--- src/rtl/adc_result_irq.sv ---
module adc_result_irq #(
  parameter int DATA_W  = 16,
  parameter int ADDR_W  = 3
) (
  input  logic              clk,
  input  logic              rst_n,
  input  logic              conv_done,
  input  logic [DATA_W-1:0] conv_data,
  input  logic [ADDR_W-1:0] bus_addr,
  input  logic              bus_rd,
  input  logic              bus_wr,
  input  logic [DATA_W-1:0] bus_wdata,
  output logic [DATA_W-1:0] bus_rdata,
  output logic              irq,
  output logic              dma_req
);
  localparam logic [ADDR_W-1:0] OFS_RESULT = ADDR_W'(0);
  localparam logic [ADDR_W-1:0] OFS_CTRL   = ADDR_W'(4);
  localparam int B_RDY = 0;
  localparam int B_OVR = 1;
  localparam int B_RIE = 2;
  localparam int B_OIE = 3;

  logic [DATA_W-1:0] result_q;
  logic rdy_q, ovr_q, rie_q, oie_q, dma_q;

  wire rd_result = bus_rd && (bus_addr == OFS_RESULT);
  wire wr_ctrl   = bus_wr && (bus_addr == OFS_CTRL);
  wire ovr_set   = conv_done && rdy_q && !rd_result;
  wire ovr_clr   = wr_ctrl && bus_wdata[B_OVR];

  always_ff @(posedge clk) begin
    if (!rst_n) begin
      result_q <= '0;
      rdy_q    <= 1'b0;
      ovr_q    <= 1'b0;
      rie_q    <= 1'b0;
      oie_q    <= 1'b0;
      dma_q    <= 1'b0;
    end else begin
      dma_q <= conv_done;
      if (conv_done) result_q <= conv_data;
      if (conv_done)      rdy_q <= 1'b1;
      else if (rd_result) rdy_q <= 1'b0;
      if (ovr_set)        ovr_q <= 1'b1;
      else if (ovr_clr)   ovr_q <= 1'b0;
      if (wr_ctrl) begin
        rie_q <= bus_wdata[B_RIE];
        oie_q <= bus_wdata[B_OIE];
      end
    end
  end

  logic [DATA_W-1:0] status;
  always_comb begin
    status        = '0;
    status[B_RDY] = rdy_q;
    status[B_OVR] = ovr_q;
    status[B_RIE] = rie_q;
    status[B_OIE] = oie_q;
  end

  assign bus_rdata = (bus_addr == OFS_RESULT) ? result_q :
                     (bus_addr == OFS_CTRL)   ? status   : '0;
  assign irq     = (rdy_q && rie_q) || (ovr_q && oie_q);
  assign dma_req = dma_q;
endmodule


--- config.mk ---
export PLATFORM = sky130hd
export DESIGN_NAME = adc_result_irq
export DESIGN_NICKNAME = d
export VERILOG_FILES = /design/src/rtl/adc_result_irq.sv
export SDC_FILE = /design/constraint.sdc
export NUM_CORES = 1
export LEC_CHECK = 0
export ABC_AREA = 1
export BUFFER_PORTS_ARGS = -buffer_cell sky130_fd_sc_hd__buf_2
export CAP_MARGIN = 30
export CORE_MARGIN = 2
export CORE_UTILIZATION = 46
export CTS_BUF_LIST = sky130_fd_sc_hd__clkbuf_2
export DETAILED_ROUTE_END_ITERATION = 7
export HOLD_SLACK_MARGIN = 0.06
export PLACE_DENSITY = 0.93
export SYNTH_ARGS = -nofsm -noshare
export SYNTH_HDL_FRONTEND = slang
export SYNTH_SLANG_ARGS = --single-unit
--- constraint.sdc ---
create_clock -name clk -period 2.35 [get_ports clk]
set_input_delay 0.47 -clock clk [delete_from_list [all_inputs] [get_ports clk]]
set_output_delay 0.47 -clock clk [all_outputs]
set_load 0.01 [all_outputs]
[After elaboration in Yosys (flattened, before gate mapping)]
Index checks and enable logic that the tools add are counted.
Storage, ports and cells
  logic and storage cells: 25
  output and inout port bits: 18
  bits of input ports: 40
  register bits: 21
Cells by class
  reductions and logical operators: 12
  mux-type cells: 6
  eq/ne operators: 1
Operators with widths (number)
  $mux W16: 1
  $logic_and A1 B1 Y1: 7
  $mux W1: 4
  $mux W4: 1
  $reduce_bool A2 Y1: 2
  $eq A3 B3 Y1 const B: 1
  $logic_not A3 Y1: 1
  $logic_not A1 Y1: 1
  $logic_or A1 B1 Y1: 1

[Logic depth before layout (Yosys ltp)]
  depth after elaboration: 5
  mapped depth: 6
  gate-level depth less buffers: 5

[Least setup slack after synthesis]
OpenSTA, ideal clock, no wires.
  path type: input -> output
  start: input bus_addr[1]
  end: output bus_rdata[0]
  stages: 4
  setup slack: 0.833 ns
  buffers on the path: 1
  arrival: 1.047 ns
  required time: 1.880 ns
  path through: nor2_1 -> buf_4 -> nand2_1 -> o21ai_1
On the way
  cells in the longest elaborated chain, start to end: 3
  elaborated cells on any way between the ends: 4
  those cells by class: eq/ne (1); mux (2); reduce/logical (1)
RTL lines
  start: declaration: RTL line 9  | input logic [ADDR_W-1:0] bus_addr,
  $eq A3 B3 Y1: RTL line 64  | (bus_addr == OFS_CTRL) ? status : '0;
  $mux W4: RTL line 64
  $mux W16 *: RTL line 63  | assign bus_rdata = (bus_addr == OFS_RESULT) ? result_q :
  end: declaration: RTL line 13  | output logic [DATA_W-1:0] bus_rdata,
Mark *: on every way between the ends. The rest lies on a longest branch, timed or not.

[Worst setup path after layout]
  start: input bus_addr[1]
  end: output bus_rdata[12]
On the way
  cells in the longest elaborated chain, start to end: 2
RTL lines (RTL line)
  $logic_not A3 Y1: 63
  $mux W16: 63
Every way passes these cells.

==> out/qor.txt <==
non-filler cells, final = 199
area grow syn2layout = 27.1%
hold endpoint = result_q[0]
Final period util = 81.1%
Worst Tran Pin Value = 414 ps
initial drt markers = 18
clock latency on the worst-skew pair = 300 ps
R2R Path Start = rie_q
Initial Util = 47.6%
commonest cells in the netlist = nor2_1 (23), inv_1 (22), dfxtp_1 (21), a21oi_1 (12), o21ai_0 (12)
share of layout cells above drive strength 1 = 30.2%
global placement routability congestion = 0.792
Clock Pin Slew Worst Setup and Hold Paths = 190 ps
CP Capture Type = primary output
Slowest cell on crit path = nand2_1
syn nets = 169
fmax = 524 MHz
Final TNS setup = 0 ps
reg2reg end = rie_q
CTS tree = done
Top FF cell, synth = dfxtp_1
Inst Count DP = 195
VDD IR max = 294 uV
Antenna Cells = 0
IO Count = 58
Crit Path Category = in2out
post-CTS setup buffer count = 0
Die Ht = 48.3 um
Synth top area share = 46.5%
FF-to-FF setup slack = 1710 ps
leading area contributor after synthesis = dfxtp_1
Netlist cell types = 15
post-place setup slack = 445 ps
pin count of the biggest net entering global routing = 29
CTS Sinks = 21
EDFF count, synth = 0
Post-Syn Instances = 129
Cell Area, Placed = 0.00113 sq mm
First-pass DRT Iterations = 5
CTS buffer count = 3
clock skew = 16.7 ps
drt drc = 0
unrepaired setup endpoints after global routing = no
antenna viol nets, final = 0
CORE AREA = 0.00190 sq mm
nets = 213
Cell Chain, Critical Path = buf_2 > nor2_1 > buf_4 > nand2_1 > nor2_1 > buf_2
Vias/cell = 4.84
final worst slack = 443 ps
number of buffers and inverters on the critical path = 3
max_slew headroom = 72.4%
full die area = 0.00234 sq mm
Max Fanout on Critical Path = 12
initial antenna violation count = 0
gr usage total = 18.1%
CP required = 1880 ps
most frequent cell after synthesis = nor2_1
CP peak stage delay = 270 ps
Die Width = 48.3 um
Final Critical Period = 1910 ps
status = finished clean
Root Buffer = clkbuf_2
crit start category = input pin
Clock Tree Buf Depth = 2
Final setup viols = 0
WHS Path Cells = 3
first-pass GRT wire length = 3480 um
max cap viols = 0
design area = 0.00115 sq mm
Mapped Area = 905 sq um
Final Routed Wirelength = 2030 um
Pins Over Slew Limit = 0
Filler cells = 191
worst hold path class = in2reg
Final HPWL DP = 1530 um
Port Buf Inserts = 44
Pleak = 0.000604 uW
Mean Syn Cell Area = 7.01 sq um
PwrDens = 548 mW/mm^2
routed length per instance = 10.2 um
Synth Register Bits = 21
Worst Min Path Start = conv_data[0]
area of the multi-input gates = 358 sq um
cell family with most CP delay = simple AND/OR/NAND/NOR gates
post-cts sizing count = 0
vias in the first global route = 901
CTS Hold Bufs = 0
Ys Warns = 0
Seq. cell area = 420 sq um
Min Hold Slack = 373 ps
reg2reg path depth = 4
Fin. Hold Viols = 0
# rows = 16
via count = 963
synth top area cells = dfxtp_1 (46%), nor2_1 (9.5%), inv_1 (9.1%)
H-tree depth = 1
Async SR Flop Fraction = 0%
Critical Path AT = 1440 ps
grt ovf = 0
register area share after synthesis = 46.5%
-- stage by stage --
stage	power [uW]	util, %
floorplan	454	-
global placement	489	59.4
detailed placement	495	59.4
CTS	637	60.5
global route	668	60.5
finish	630	60.5
-- cells in the final DEF (no fill, tap or decap) --
cell type / count
dfxtp_1: 21
clkbuf_2: 4
nand4_1: 3
o21ai_1: 8
nor2_1: 23
a21oi_1: 12
buf_4: 1
nand3_1: 7
o22ai_1: 1
o21ai_0: 12
inv_1: 22
nand2_1: 11
nand3_2: 1
buf_2: 44
inv_2: 2
-- worst max path at each step --
stage / startpoint / to / slack, ps / depth (start not counted)
4_1_cts: bus_addr[1] / bus_rdata[12] / 450 / 6
2_1_floorplan: bus_addr[1] / bus_rdata[0] / 830 / 4
5_1_grt: bus_addr[1] / bus_rdata[4] / 350 / 6
3_3_place_gp: bus_addr[1] / bus_rdata[12] / 470 / 6
6_report: bus_addr[1] / bus_rdata[12] / 440 / 6
3_5_place_dp: bus_addr[1] / bus_rdata[12] / 450 / 6
-- layout make-up --
class,instances,share of cell area [%]
Clock buffer,4,1.74
Inverter,24,7.83
Multi-Input combinational cell,78,31.1
Sequential cell,21,36.6
Tap cell,27,2.94
Timing Repair Buffer,45,19.8
-- cells by family after synthesis --
logic type	Yosys count	share of synthesized area [%]
and+or+nand+nor	45	21.2
AOI/OAI and AO/OA	33	18.4
buffers and inverters	30	14.0
DFF	21	46.5
-- worst min-delay path, stage by stage --
cell	delay, ps
buf_2	70
nor2_1	40
nor2_1	80
-- metal layers --
layer | share of wire [%] | track usage, %
met5 | 0 | 0
met4 | 0 | 4.29
met3 | 7.6 | 3.40
met2 | 48 | 35.0
met1 | 44 | 20.3
-- power by group --
part           switching, uW  internal (uW)  leakage [uW]
logic                   58.4           39.9      0.000413
clock network           97.6           45.1     0.0000166
registers               8.33            381      0.000174
total                    164            466      0.000604
-- registers in the layout, indices dropped and copies added (netlist names) --
name,count
dma_req,1
oie_q,1
ovr_q,1
rdy_q,1
result_q,16
rie_q,1
No activity file was read; power rests on OpenSTA's default activity.
